### src/rtl/irqsteer_pkg.sv
package irqsteer_pkg;

   localparam int unsigned WORD_W   = 32;
   localparam int unsigned GROUP_W  = 64;
   localparam int unsigned MAX_IRQ  = 512;
   localparam int unsigned MAX_OUT  = 8;
   localparam int unsigned MAX_CHAN = 32;
   localparam int unsigned IDX_W    = 5;

   typedef enum logic [2:0] {
      RK_CTRL,
      RK_ENAB,
      RK_FORCE,
      RK_STAT,
      RK_DIS,
      RK_MSTAT,
      RK_NONE
   } reg_kind_e;

   typedef struct packed {
      reg_kind_e          kind;
      logic [IDX_W-1:0]   idx;
   } reg_sel_t;

   // Word offset to register bank and word index within the bank.
   function automatic reg_sel_t decode_word(input int unsigned woff,
                                            input int unsigned nreg);
      reg_sel_t s;
      s.kind = RK_NONE;
      s.idx  = '0;
      if (woff == 0) begin
         s.kind = RK_CTRL;
      end else if (woff <= nreg) begin
         s.kind = RK_ENAB;
         s.idx  = IDX_W'(woff - 1);
      end else if (woff <= 2 * nreg) begin
         s.kind = RK_FORCE;
         s.idx  = IDX_W'(woff - nreg - 1);
      end else if (woff <= 3 * nreg) begin
         s.kind = RK_STAT;
         s.idx  = IDX_W'(woff - 2 * nreg - 1);
      end else if (woff == 3 * nreg + 1) begin
         s.kind = RK_DIS;
      end else if (woff == 3 * nreg + 2) begin
         s.kind = RK_MSTAT;
      end
      return s;
   endfunction

endpackage

### src/rtl/irqsteer_status.sv
module irqsteer_status
   import irqsteer_pkg::*;
#(
   parameter int unsigned NREG = 4
) (
   input  logic [NREG*WORD_W-1:0] irq_src,
   input  logic [NREG*WORD_W-1:0] enab_flat,
   input  logic [NREG*WORD_W-1:0] force_flat,
   output logic [NREG*WORD_W-1:0] stat_flat
);

   // Word w serves inputs (NREG-1-w)*32 .. +31: the banks run in reverse.
   for (genvar w = 0; w < NREG; w++) begin : g_word
      localparam int unsigned SRC_LO = (NREG - 1 - w) * WORD_W;
      logic [WORD_W-1:0] raw_w;
      assign raw_w = irq_src[SRC_LO +: WORD_W];
      assign stat_flat[w*WORD_W +: WORD_W] =
         (raw_w | force_flat[w*WORD_W +: WORD_W]) & enab_flat[w*WORD_W +: WORD_W];
   end

endmodule

### src/rtl/irqsteer_group.sv
module irqsteer_group
   import irqsteer_pkg::*;
#(
   parameter int unsigned NREG = 4,
   parameter int unsigned NOUT = 2
) (
   input  logic [NREG*WORD_W-1:0] stat_flat,
   output logic [NOUT-1:0]        grp_pend
);

   // Group k covers inputs 64k..64k+63, i.e. words NREG-1-2k and NREG-2-2k.
   for (genvar k = 0; k < NOUT; k++) begin : g_grp
      localparam int LO_WORD = int'(NREG) - 1 - 2 * k;
      localparam int HI_WORD = int'(NREG) - 2 - 2 * k;
      if (HI_WORD >= 0) begin : g_pair
         assign grp_pend[k] = (|stat_flat[LO_WORD*WORD_W +: WORD_W])
                            | (|stat_flat[HI_WORD*WORD_W +: WORD_W]);
      end else begin : g_single
         assign grp_pend[k] = |stat_flat[LO_WORD*WORD_W +: WORD_W];
      end
   end

endmodule

### src/rtl/irqsteer_regs.sv
module irqsteer_regs
   import irqsteer_pkg::*;
#(
   parameter int unsigned NREG   = 4,
   parameter int unsigned NCHAN  = 4,
   parameter int unsigned NOUT   = 2,
   parameter int unsigned ADDR_W = 8
) (
   input  logic                   clk,
   input  logic                   rst_n,
   input  logic                   bus_sel,
   input  logic                   bus_wr,
   input  logic [ADDR_W-1:0]      bus_addr,
   input  logic [WORD_W-1:0]      bus_wdata,
   input  logic [NREG*WORD_W-1:0] stat_flat,
   input  logic [NOUT-1:0]        grp_pend,
   output logic [NREG*WORD_W-1:0] enab_flat,
   output logic [NREG*WORD_W-1:0] force_flat,
   output logic [NCHAN-1:0]       ctrl_q,
   output logic                   dis_q,
   output logic [WORD_W-1:0]      bus_rdata
);

   reg_sel_t          sel;
   logic              wr_en;
   logic              rd_en;
   logic [WORD_W-1:0] rd_mux;
   logic              unused_addr_lsb;

   assign unused_addr_lsb = ^bus_addr[1:0];
   assign sel   = decode_word(int'(bus_addr[ADDR_W-1:2]), NREG);
   assign wr_en = bus_sel & bus_wr;
   assign rd_en = bus_sel & ~bus_wr;

   for (genvar w = 0; w < NREG; w++) begin : g_bank
      logic [WORD_W-1:0] enab_q;
      logic [WORD_W-1:0] force_q;

      always_ff @(posedge clk or negedge rst_n) begin
         if (!rst_n) begin
            enab_q <= '0;
         end else if (wr_en && sel.kind == RK_ENAB && sel.idx == IDX_W'(w)) begin
            enab_q <= bus_wdata;
         end
      end

      always_ff @(posedge clk or negedge rst_n) begin
         if (!rst_n) begin
            force_q <= '0;
         end else if (wr_en && sel.kind == RK_FORCE && sel.idx == IDX_W'(w)) begin
            force_q <= bus_wdata;
         end
      end

      assign enab_flat[w*WORD_W +: WORD_W]  = enab_q;
      assign force_flat[w*WORD_W +: WORD_W] = force_q;

      AST_ENAB_WRITE: assert property (@(posedge clk) disable iff (!rst_n)
         (wr_en && sel.kind == RK_ENAB && sel.idx == IDX_W'(w)) |=> enab_q == $past(bus_wdata));
   end

   always_ff @(posedge clk or negedge rst_n) begin
      if (!rst_n) begin
         ctrl_q <= '0;
      end else if (wr_en && sel.kind == RK_CTRL) begin
         ctrl_q <= bus_wdata[NCHAN-1:0];
      end
   end

   always_ff @(posedge clk or negedge rst_n) begin
      if (!rst_n) begin
         dis_q <= 1'b0;
      end else if (wr_en && sel.kind == RK_DIS) begin
         dis_q <= bus_wdata[0];
      end
   end

   always_comb begin
      rd_mux = '0;
      case (sel.kind)
         RK_CTRL:  rd_mux = WORD_W'(ctrl_q);
         RK_ENAB:  rd_mux = enab_flat[int'(sel.idx)*WORD_W +: WORD_W];
         RK_FORCE: rd_mux = force_flat[int'(sel.idx)*WORD_W +: WORD_W];
         RK_STAT:  rd_mux = stat_flat[int'(sel.idx)*WORD_W +: WORD_W];
         RK_DIS:   rd_mux = WORD_W'(dis_q);
         RK_MSTAT: rd_mux = WORD_W'(grp_pend);
         default:  rd_mux = '0;
      endcase
   end

   always_ff @(posedge clk or negedge rst_n) begin
      if (!rst_n) begin
         bus_rdata <= '0;
      end else if (rd_en) begin
         bus_rdata <= rd_mux;
      end
   end

   AST_RESET_CLEAR: assert property (@(posedge clk) disable iff (!rst_n)
      !$past(rst_n) |-> (ctrl_q == '0 && !dis_q && enab_flat == '0 && force_flat == '0));

   AST_UNMAPPED_ZERO: assert property (@(posedge clk) disable iff (!rst_n)
      (rd_en && sel.kind == RK_NONE) |=> bus_rdata == '0);

   AST_RDATA_HOLD: assert property (@(posedge clk) disable iff (!rst_n)
      !rd_en |=> $stable(bus_rdata));

endmodule

### src/rtl/irq_steer_agg.sv
module irq_steer_agg
   import irqsteer_pkg::*;
#(
   parameter int unsigned NUM_IRQ  = 128,
   parameter int unsigned NUM_CHAN = 4,
   parameter int unsigned ADDR_W   = 8,
   localparam int unsigned NREG    = NUM_IRQ / WORD_W,
   localparam int unsigned NOUT    = (NUM_IRQ + GROUP_W - 1) / GROUP_W
) (
   input  logic                     clk,
   input  logic                     rst_n,
   input  logic                     bus_sel,
   input  logic                     bus_wr,
   input  logic [ADDR_W-1:0]        bus_addr,
   input  logic [WORD_W-1:0]        bus_wdata,
   output logic [WORD_W-1:0]        bus_rdata,
   input  logic [NUM_IRQ-1:0]       irq_src,
   output logic [NUM_CHAN*NOUT-1:0] irq_out
);

   localparam int unsigned LAST_WOFF = 3 * NREG + 2;

   if (NUM_IRQ == 0 || NUM_IRQ % WORD_W != 0 || NUM_IRQ > MAX_IRQ) begin : g_bad_irq
      $error("NUM_IRQ must be a nonzero multiple of 32 not above 512");
   end
   if (NUM_CHAN == 0 || NUM_CHAN > MAX_CHAN) begin : g_bad_chan
      $error("NUM_CHAN must lie in 1..32");
   end
   if (NOUT > MAX_OUT) begin : g_bad_out
      $error("too many output groups");
   end
   if (ADDR_W < 3 || ADDR_W > 16 || (LAST_WOFF * 4) >= (1 << ADDR_W)) begin : g_bad_addr
      $error("ADDR_W too narrow for the register map");
   end

   logic [NREG*WORD_W-1:0] enab_flat;
   logic [NREG*WORD_W-1:0] force_flat;
   logic [NREG*WORD_W-1:0] stat_flat;
   logic [NOUT-1:0]        grp_pend;
   logic [NUM_CHAN-1:0]    ctrl_q;
   logic                   dis_q;
   logic                   ctrl_single;
   logic                   route_en;
   logic [NUM_CHAN-1:0]    chan_act;

   irqsteer_regs #(
      .NREG   (NREG),
      .NCHAN  (NUM_CHAN),
      .NOUT   (NOUT),
      .ADDR_W (ADDR_W)
   ) regs_i (
      .clk        (clk),
      .rst_n      (rst_n),
      .bus_sel    (bus_sel),
      .bus_wr     (bus_wr),
      .bus_addr   (bus_addr),
      .bus_wdata  (bus_wdata),
      .stat_flat  (stat_flat),
      .grp_pend   (grp_pend),
      .enab_flat  (enab_flat),
      .force_flat (force_flat),
      .ctrl_q     (ctrl_q),
      .dis_q      (dis_q),
      .bus_rdata  (bus_rdata)
   );

   irqsteer_status #(
      .NREG (NREG)
   ) status_i (
      .irq_src    (irq_src),
      .enab_flat  (enab_flat),
      .force_flat (force_flat),
      .stat_flat  (stat_flat)
   );

   irqsteer_group #(
      .NREG (NREG),
      .NOUT (NOUT)
   ) group_i (
      .stat_flat (stat_flat),
      .grp_pend  (grp_pend)
   );

   // Exactly one channel bit set: nonzero and clearing the lowest set bit leaves zero.
   assign ctrl_single = (ctrl_q != '0) && ((ctrl_q & (ctrl_q - NUM_CHAN'(1))) == '0);
   assign route_en    = ctrl_single & ~dis_q;

   for (genvar c = 0; c < NUM_CHAN; c++) begin : g_chan
      logic [NOUT-1:0] out_q;
      always_ff @(posedge clk or negedge rst_n) begin
         if (!rst_n) begin
            out_q <= '0;
         end else begin
            out_q <= (route_en && ctrl_q[c]) ? grp_pend : '0;
         end
      end
      assign irq_out[c*NOUT +: NOUT] = out_q;
      assign chan_act[c] = |out_q;
   end

   AST_DISABLE_SILENCES: assert property (@(posedge clk) disable iff (!rst_n)
      $past(dis_q) |-> irq_out == '0);

   AST_ONE_CHANNEL: assert property (@(posedge clk) disable iff (!rst_n)
      $onehot0(chan_act));

   AST_OUT_NEEDS_PENDING: assert property (@(posedge clk) disable iff (!rst_n)
      (|irq_out) |-> $past(|grp_pend));

endmodule

### config.mk
export PLATFORM = sky130hd
export DESIGN_NAME = irq_steer_agg
export DESIGN_NICKNAME = d
export VERILOG_FILES = /design/src/rtl/irqsteer_pkg.sv /design/src/rtl/irqsteer_status.sv /design/src/rtl/irqsteer_group.sv /design/src/rtl/irqsteer_regs.sv /design/src/rtl/irq_steer_agg.sv
export SDC_FILE = /design/constraint.sdc
export NUM_CORES = 1
export LEC_CHECK = 0
export CAP_MARGIN = 40
export CORE_ASPECT_RATIO = 1.25
export CORE_MARGIN = 3
export CORE_UTILIZATION = 45
export CTS_CLUSTER_DIAMETER = 30
export CTS_CLUSTER_SIZE = 25
export DETAILED_ROUTE_END_ITERATION = 10
export HOLD_SLACK_MARGIN = 0.08
export PLACE_DENSITY = 0.67
export SLEW_MARGIN = 40
export SYNTH_ARGS = -nofsm -noshare
export SYNTH_HDL_FRONTEND = slang
export SYNTH_SLANG_ARGS = --single-unit
### constraint.sdc
create_clock -name clk -period 3.1 [get_ports clk]
set_input_delay 0.31 -clock clk [delete_from_list [all_inputs] [get_ports clk]]
set_output_delay 0.31 -clock clk [all_outputs]
set_load 0.03 [all_outputs]
==> metrics, run 1 <==
outcome=finished, final reports clean; post-CTS setup buffer count=0; maximum VDD drop=0.000381 V; post_cts resized=0; Worst Path Required=3530 ps; Leak=10.3 nW; dominant synthesized flop cell=dfrtp_1; Adder-Cell Fraction of Synth Area=0.898%; Crit Path Max Fanout=20; Final ANT Viol Nets=0; Synth Area in Simple Gates=8.21%; Max-slew headroom=48.7%; WL/cell=25.6 µm; Syn Nets=1,730; Flop pwr share=34.0%; post-synthesis compound-gate area fraction=22.7%; DP Wirelength=40,600 µm; Sink Count=301; Fmax=389 MHz; Slew Viols, Final=0; number of global-route vias before repair=14,956; Max-Cap Viols=0; DRC=0; setup ws final=530 ps; Die H=220 µm; crit path time final=2570 ps; setup TNS=0 ps; area leader, netlist=dfrtp_1; Yosys cell types=57; Clock Root Buffer=clkbuf_16; Sw Ratio=25.7%; pin count of the biggest net entering global routing=127; count leader, synth=dfrtp_1; Critical Path AT=3000 ps; pwr dens=592 nW/µm²; Clk pwr share=53.7%; syn avg cell area=10.6 µm²; Synth area leaders=dfrtp_1 (46%), mux2_2 (16%), o21ai_0 (5.1%); Yosys top cell area share=45.8%; latest clock arrival within the worst-skew pair=570 ps; Fin. Hold Viols=0; DR pass1 iterations=5; CTS clk-pin slew, worst paths=50 ps; Final Cycle Share=82.9%; CP Capture Type=register; largest family of logic cells by synthesized area=compound AO/OA/AOI/OAI gates; Place WS=16.5 ps; drt first-iter violations=1,621; first-pass GRT wire length=90,200 µm; Synth async-reset ratio=100%; drt via density=6.37; GR Overflow Total=0; Critical Path Max Stage Delay=470 ps; routed via count=14,907; RSZ-0062 raised after global routing=no; Worst Skew=30.5 ps; gpl congestion=0.909; clock buffer depth=3; Yosys reg bits=301; post-synthesis mux area share=17.9%; # rows=77; Post-synth EDFFs=0; Post-CTS Hold Buffers=1; yosys warns=0; Area Growth Syn to Fin=33.8%; most instantiated cells after synthesis=dfrtp_1 (301), mux2_2 (227), o21ai_0 (168), nand2_1 (156), a21o_1 (90); Starting Density=46.0%; Crit Path Class=primary input to register; # IOs=212; Overall Global Routing Usage=30.6%; Internal=0.00967 W; share of layout cells above drive strength 1=24.5%; most used cell, CP=buf_12; final setup fails=0; Cells after Synth=1,555; Nets=1,989; Worst-Margin Slew=770 ps; htree depth=3; Synth Cell Area=16,400 µm²; Synth Area in XOR/XNOR=0.251%; critical-path cell list=clkdlybuf4s50_1, inv_1, ha_1, or3b_1, nand2_1, nor3_2, buf_12, nor3b_4, buf_12, mux2_2; Die Area=38,900 µm²; net switching power=0.00335 W; CP Launch Type=primary input; Comb pwr share=12.3%; Num CTS Buffers=66; core area=35,700 µm²; Slowest cell on crit path=or3b_1; TritonCTS clock tree=built; Post-Route WL=59,900 µm; sequential area share after synthesis=45.8%; Hold Path Class=primary input to asynchronous set/reset pin; initial antenna violation count=0; input/output buffers=209; die width=177 µm
sequential cells by signal, summed over array words and instances, names as in the netlist:
register / count
regs_i.g_bank.enab_q: 128
regs_i.g_bank.force_q: 128
regs_i.bus_rdata: 32
g_chan.out_q: 8
regs_i.ctrl_q: 4
regs_i.dis_q: 1
layer usage:
layer,GRT usage [%],part of all wire (%),vias up
met5,0,0,-
met4,17.2,6.2,0
met3,6.67,8.5,199
li1,-,-,6456
met2,48.7,46,791
met1,38.7,39,7461
path summary, 6_finish.rpt:
check	slack, ps	cells after the start	end	startpoint
max in group asynchronous	1680	3	regs_i.g_bank[1].enab_q[7]	rst_n
worst max register to register	810	7	g_chan[1].out_q[1]	regs_i.g_bank[0].force_q[0]
min in group clk	500	1	regs_i.g_bank[0].force_q[7]	regs_i.g_bank[0].force_q[7]
worst min register to register	500	1	regs_i.g_bank[0].force_q[7]	regs_i.g_bank[0].force_q[7]
worst max-delay path	530	10	regs_i.g_bank[1].enab_q[12]	bus_addr[2]
worst min-delay path	280	2	regs_i.g_bank[2].force_q[1]	rst_n
cells by family after synthesis:
group	after synthesis
compound gates	535
flops	301
simple gates	285
mux	261
buf+inv	156
fa+ha+maj	14
xor+xnor	3
critical path: cells and delay by family:
| family | cells | cell delay [ps] |
|---|---|---|
| muxes | 1 | 360 |
| and+or+nand+nor | 4 | 1060 |
| buffers and inverters | 4 | 930 |
| adders and majority gates | 1 | 310 |
layout make-up:
type	count	area (µm²)
Tap cell	474	593
Timing Repair Buffer	308	3180
Clock buffer	85	1840
Multi-Input combinational cell	1098	8300
Fill cell	2855	13700
Inverter	39	146
Antenna cell	1	2.50
Sequential cell	301	7530
Clock inverter	33	405
metrics by stage:
step | hold slack, ps | utilization (%) | std cells | cell area (µm²) | power, W
after detailed placement | 275 | 55.2 | 2219 | 19700 | 0.00605
after global placement | 274 | 55.2 | 2219 | 19700 | 0.00600
after global routing | 316 | 61.5 | 2338 | 22000 | 0.0135
after floorplan | 14.4 | - | 1555 | 16400 | 0.00521
final | 278 | 61.6 | 2339 | 22000 | 0.0130
after CTS | 285 | 61.5 | 2338 | 22000 | 0.0131
cell usage in the layout (no fill, tap or decap), drive strengths merged, types with 3 or more instances in the layout:
master         netlist  routed
ha                   3       3
nand4               36      36
a22o                 3       3
a21o                90      90
or3                  3       3
o211ai              10      10
a221o               56      56
mux2               261     261
o21a                 3       3
inv                 39      42
nor3b                4       4
nor3                 8       8
clkdlybuf4s50        0     208
buf                 76      99
clkbuf              41      85
clkinvlp             0       6
nor4                 9       9
a211o               61      61
clkinv               0      18
and3                 7       7
nand2              156     156
o311ai              28      28
nor2                17      17
a21oi               68      68
a221oi              35      35
bufinv               0       6
nand3               33      33
o21ai              169     169
dfrtp              301     301
maj3                11      11
power groups by stage:
stage	Sequential [W]	Combinational (W)	Clock, W
after floorplan	0.00446	0.000741	0
after global placement	0.00446	0.00155	0
after detailed placement	0.00448	0.00157	0
after CTS	0.00442	0.00158	0.00709
after global routing	0.00446	0.00171	0.00729
final	0.00443	0.00160	0.00700
(Power assumes the default switching activity.)
==> run 2: changes to the inputs <==
- clock period: 3.1 -> 2.4 ns (I/O delays scaled with it)
==> run 2 against run 1 <==
Against the previous run: total power grew 34%; register-to-register slack lost 560 ps; critical endpoint is now regs_i.bus_rdata[30]; wire length grew 5.0%; flip-flop and latch count is the same; sequential share of layout area shrank 1.6 points; via count grew 3.7%; combinational power grew 38%.
==> metrics, run 2 (same netlist as run 1, synthesis figures left out) <==
outcome=finished, final reports clean; delay-heaviest family, CP=buffers and inverters; Ant. Diodes=0 (-1); Area Growth Syn to Fin=40.6%; TritonCTS clock tree=built; Final Cycle Share=96.8%; most frequent cells in the layout=dfrtp_1 (301), mux2_2 (227), clkdlybuf4s50_1 (208); CP Capture Type=register; Slew Viols, Final=0 (unchanged); Worst Path Required=2830 ps (-700 ps); Max-Cap Viols=0 (unchanged); final setup fails=0 (unchanged); Top Registers=regs_i.g_bank.enab_q (128), regs_i.g_bank.force_q (128), regs_i.bus_rdata (32); routed via count=15,464 (+3.7%); Reg2Reg Launch Point=regs_i.g_bank[1].force_q[18]; Worst-Margin Slew=619 ps (-151 ps); DP Wirelength=44,100 µm (+8.9%); WP buf/inv=5 (+1); drt via density=6.30 (-1.1%); Nets=2,103 (+5.7%); htree depth=3 (unchanged); maximum VDD drop=0.000540 V (+42%); Post-Layout Cell Count=2,453 (+4.9%); critical-path cell list=clkdlybuf4s50_1, inv_1, ha_4, buf_4, xnor2_4, and2_4, buf_4, buf_12, a211o_1, a221oi_2, or3_4, o211ai_1; DRC=0 (unchanged); # IOs=212 (unchanged); dpl cells=2,328 (+4.9%); Hold Path Class=primary input to asynchronous set/reset pin; drt first-iter violations=1,738 (+7.2%); cell depth of the worst setup path=12 (+2); Die H=220 µm (unchanged); crit path time final=2320 ps; die width=177 µm (unchanged); r2r endpoint=regs_i.bus_rdata[1]; Fin. Hold Viols=0 (unchanged); most common cell after layout, fill and taps aside=dfrtp_1; setup ws final=76.0 ps (-455 ps); most used cell, CP=buf_4; gpl congestion=0.933 (+2.6%); cells on worst reg2reg path=10 (+3); CP Launch Type=primary input; core area=35,700 µm² (unchanged); Crit Path Class=primary input to register; Max-slew headroom=58.3% (+9.6 points); Slowest cell on crit path=clkdlybuf4s50_1; Clock Root Buffer=clkbuf_16; share of layout cells above drive strength 1=29.5% (+4.9 points); Final ANT Viol Nets=0 (unchanged); Critical Path Max Stage Delay=480 ps (about the same); # rows=77 (unchanged); Num CTS Buffers=68 (+3.0%); pwr dens=757 nW/µm² (+28%); Starting Density=46.0% (unchanged); Crit Path Max Fanout=23 (+15%); WL/cell=25.7 µm (+0.16%); Critical Path AT=2750 ps (-250 ps); Fmax=430 MHz; Worst Skew=26.5 ps (-4.04 ps); initial antenna violation count=1 (+1); latest clock arrival within the worst-skew pair=580 ps (about the same); first-pass GRT wire length=93,600 µm (+3.7%); Leak=10.9 nW (+6.0%); GR Overflow Total=0 (unchanged); pin count of the biggest net entering global routing=67 (-47%); clock buffer depth=3 (unchanged); DR pass1 iterations=6 (+1); Place WS=-560 ps (-577 ps); Sink Count=301 (unchanged); reg2reg setup slack=250 ps (-560 ps); CTS clk-pin slew, worst paths=50 ps (about the same); Die Area=38,900 µm² (unchanged); input/output buffers=209 (unchanged); Overall Global Routing Usage=31.7% (+1.1 points); Post-Route WL=63,000 µm (+5.0%); number of global-route vias before repair=15,469 (+3.4%)
## run 2: where the power goes
part           switching [W]  leakage [nW]  total (W)  internal, W
logic                0.00113          5.68    0.00221      0.00109
clock network        0.00313          1.14    0.00955      0.00642
registers           0.000302          4.12    0.00573      0.00543
total                0.00456          10.9     0.0175       0.0129
## run 2: timing repair
item | 4_1_cts | 5_1_grt
setup endpoints to repair | 1 | 129
buffers inserted | 0 | 2
gates resized for setup | 1 | 13
hold buffers | 1 | 0
gates cloned | 0 | 1
hold endpoints to repair | 59 | 0
pin swaps | 0 | 3
## run 2: area by class of cell
| cell class | count | area [µm²] |
|---|---|---|
| multi-input combinational | 1099 | 8360 |
| fill | 2741 | 12600 |
| inverter | 39 | 146 |
| sequential | 301 | 7530 |
| clock inverter | 43 | 568 |
| clock buffer | 78 | 1810 |
| timing repair buffer | 419 | 4090 |
| tap | 474 | 593 |
## run 2: per-stage QoR
step	cell area, µm²	setup TNS, ps	power, W	utilization (%)	hold slack, ps
finish	23100	0	0.0175	64.6	246
floorplan	16400	0	0.00672	-	-55.6
global placement	20600	-123760	0.00789	57.7	238
detailed placement	20600	-124340	0.00794	57.7	243
CTS	23000	0	0.0175	64.3	265
global route	23100	-1.70	0.0180	64.6	287
## run 2: worst max-delay path by stage
stage	startpoint	end	slack [ps]
floorplan	bus_addr[2]	regs_i.bus_rdata[3]	110
global placement	bus_addr[2]	regs_i.bus_rdata[5]	-560
detailed placement	bus_addr[2]	regs_i.bus_rdata[11]	-560
CTS	bus_addr[2]	regs_i.bus_rdata[30]	40
global route	bus_addr[2]	regs_i.bus_rdata[18]	-2
finish	bus_addr[2]	regs_i.bus_rdata[30]	80
## run 2: layer usage
metal | GRT usage [%] | routed length (µm) | vias to the layer above
met3 | 6.41 | 5230 | 210
met2 | 51.7 | 29700 | 834
met4 | 15.8 | 3670 | 0
met5 | 0 | 0 | -
met1 | 40.0 | 24300 | 7732
li1 | - | - | 6688
==> run 3: changes to the inputs <==
- CORE_MARGIN: 3 -> default
- DONT_BUFFER_PORTS: default -> 1
- PLACE_DENSITY: 0.67 -> default
- clock period: 2.4 -> 2.87 ns (I/O delays scaled with it)
==> run 3 against run 2 <==
Against the previous run: the flow now finishes with violations (negative hold slack); critical path depth shrank 4; cell count shrank 12%; core utilization shrank 7.3 points; clock-buffer cell count grew 14; total power shrank 16%; combinational power shrank 43%.
==> metrics, run 3 (same netlist as run 1, synthesis figures left out) <==
share of layout cells above drive strength 1=25.5% (-3.9 points); htree depth=3 (unchanged); CTS clk-pin slew, worst paths=50 ps (about the same); die width=173 µm (-2.3%); hold slack=-567 ps (-813 ps); Nets=1,808 (-14%); outcome=finished with violations; DR pass1 iterations=5 (-1); Final ANT Viol Nets=0 (unchanged); post-CTS setup buffer count=0 (unchanged); Post-Route WL=59,900 µm (-4.9%); DP Wirelength=39,000 µm (-12%); pwr dens=719 nW/µm² (-5.1%); Slew Viols, Final=0 (unchanged); WL/cell=27.7 µm (+7.9%); Die Area=37,300 µm² (-4.0%); Worst Skew=22.1 ps (-4.34 ps); Top Registers=regs_i.g_bank.enab_q (128), regs_i.g_bank.force_q (128), regs_i.bus_rdata (32); Fin. Hold Viols=301 (+301); GR Overflow Total=0 (unchanged); Filler Cell Count=3,032 (+11%); Worst-Margin Slew=850 ps (+230 ps); multi-input logic area=8300 µm² (-0.75%); Place WS=188 ps (+749 ps); Critical Path AT=2920 ps (+170 ps); initial antenna violation count=1 (unchanged); Overall Global Routing Usage=32.0% (+0.37 points); most common cell after layout, fill and taps aside=dfrtp_1; Max-Cap Viols=0 (unchanged); TritonCTS clock tree=built; Sequential Area=7530 µm² (unchanged); pin count of the biggest net entering global routing=302 (+350%); maximum VDD drop=0.000482 V (-11%); first-pass GRT wire length=89,100 µm (-4.8%); # rows=77 (unchanged); Max-slew headroom=43.4% (-15 points); metal1 wirelength=23,600 µm (-2.9%); Hold Path Class=primary input to asynchronous set/reset pin; setup TNS=0 ps (unchanged); Leak=9.73 nW (-11%); Ant. Diodes=0 (unchanged); Post-CTS Hold Buffers=58 (+57); Fmax=408 MHz; failing checks=negative hold slack; CP startpoint=bus_addr[7]; most frequent cells in the layout=dfrtp_1 (301), mux2_2 (227), o21ai_0 (168); Starting Density=46.1% (+0.12 points); latest clock arrival within the worst-skew pair=580 ps (about the same); Reg2Reg Launch Point=regs_i.g_bank[0].force_q[0]; clock buffer depth=3 (unchanged); DRC=0 (unchanged); metal2 WL=27,900 µm (-6.0%); Num CTS Buffers=71 (+4.4%); core area=35,600 µm² (-0.27%); Worst Path Required=3340 ps (+510 ps); gpl congestion=0.905 (-3.0%); setup ws final=417 ps (+341 ps); drt via density=6.45 (+2.4%); Crit Path Max Fanout=47 (+100%); drt first-iter violations=1,259 (-28%); # IOs=212 (unchanged); Crit Path Class=primary input to register; final setup fails=0 (unchanged); Die H=216 µm (-1.8%); input/output buffers=0 (-100%); number of global-route vias before repair=13,942 (-9.9%); CP Capture Type=register; Max Used Layer=met5; Area Growth Syn to Fin=24.3%; met3 wire len=5470 µm (+4.5%); Final Cycle Share=85.5%; CP Launch Type=primary input; Sink Count=301 (unchanged); Clock Root Buffer=clkbuf_16; routed via count=13,946 (-9.8%); crit path time final=2450 ps; RSZ-0062 raised after global routing=no
## run 3: cell count changes in the layout (fill, tap and decap cells not counted), sizes merged
cell / before / now
clkdlybuf4s50: 208 / 0
buf: 210 / 64
dlygate4sd3: 1 / 58
clkbuf: 78 / 92
clkinvlp: 9 / 2
inv: 44 / 39
bufinv: 9 / 13
and2: 2 / 1
## run 3: worst paths after layout
check | endpoint | slack, ps | cells past startpoint
max in group asynchronous | regs_i.g_bank[0].force_q[24] | 2740 | 0
min in group clk | regs_i.bus_rdata[8] | 90 | 4
setup reg to reg | g_chan[3].out_q[1] | 470 | 6
setup / recovery | regs_i.bus_rdata[18] | 420 | 8
hold reg to reg | regs_i.g_bank[0].force_q[30] | 500 | 1
hold / removal | regs_i.ctrl_q[1] | -570 | 0
## run 3: power breakdown
part           switching, W  total (W)  leakage (nW)  internal, W
logic              0.000659    0.00125          4.34     0.000587
registers          0.000289    0.00483          4.12      0.00454
clock network       0.00252    0.00860          1.26      0.00608
total               0.00347     0.0147          9.73       0.0112
## run 3: what timing repair did
action | CTS | global route
gates resized for setup | 0 | 0
setup endpoints to repair | 0 | 0
hold endpoints to repair | 586 | 301
## run 3: layer usage
metal / global-route usage, % / vias to the layer above
li1: - / 6083
met1: 39.2 / 7105
met2: 51.1 / 621
met3: 10.1 / 135
met4: 15.8 / 2
met5: 0 / -
## run 3: final cells by class
type	instances	share of cell area, %
Inverter	39	0.717
Timing Repair Buffer	122	6.36
Multi-Input combinational cell	1098	40.6
Sequential cell	301	36.9
Tap cell	474	2.90
Clock inverter	35	2.62
Clock buffer	92	9.89
## run 3: critical path: stages
cell	delay (ps)
dlygate4sd3_1	560
nor3b_2	420
and2_4	680
buf_12	320
a21oi_1	100
o21ai_0	180
a21oi_1	60
o311ai_1	250
## run 3: through the flow
step	cells	total power [W]	area (µm²)	util, %	hold slack (ps)
6_report	2161	0.0147	20400	57.3	-567
5_1_grt	2161	0.0151	20400	57.3	-597
4_1_cts	2161	0.0147	20400	57.3	-593
3_5_place_dp	1976	0.00600	17300	48.5	9.18
3_3_place_gp	1976	0.00595	17300	48.5	9.32
2_1_floorplan	1555	0.00562	16400	-	-8.59
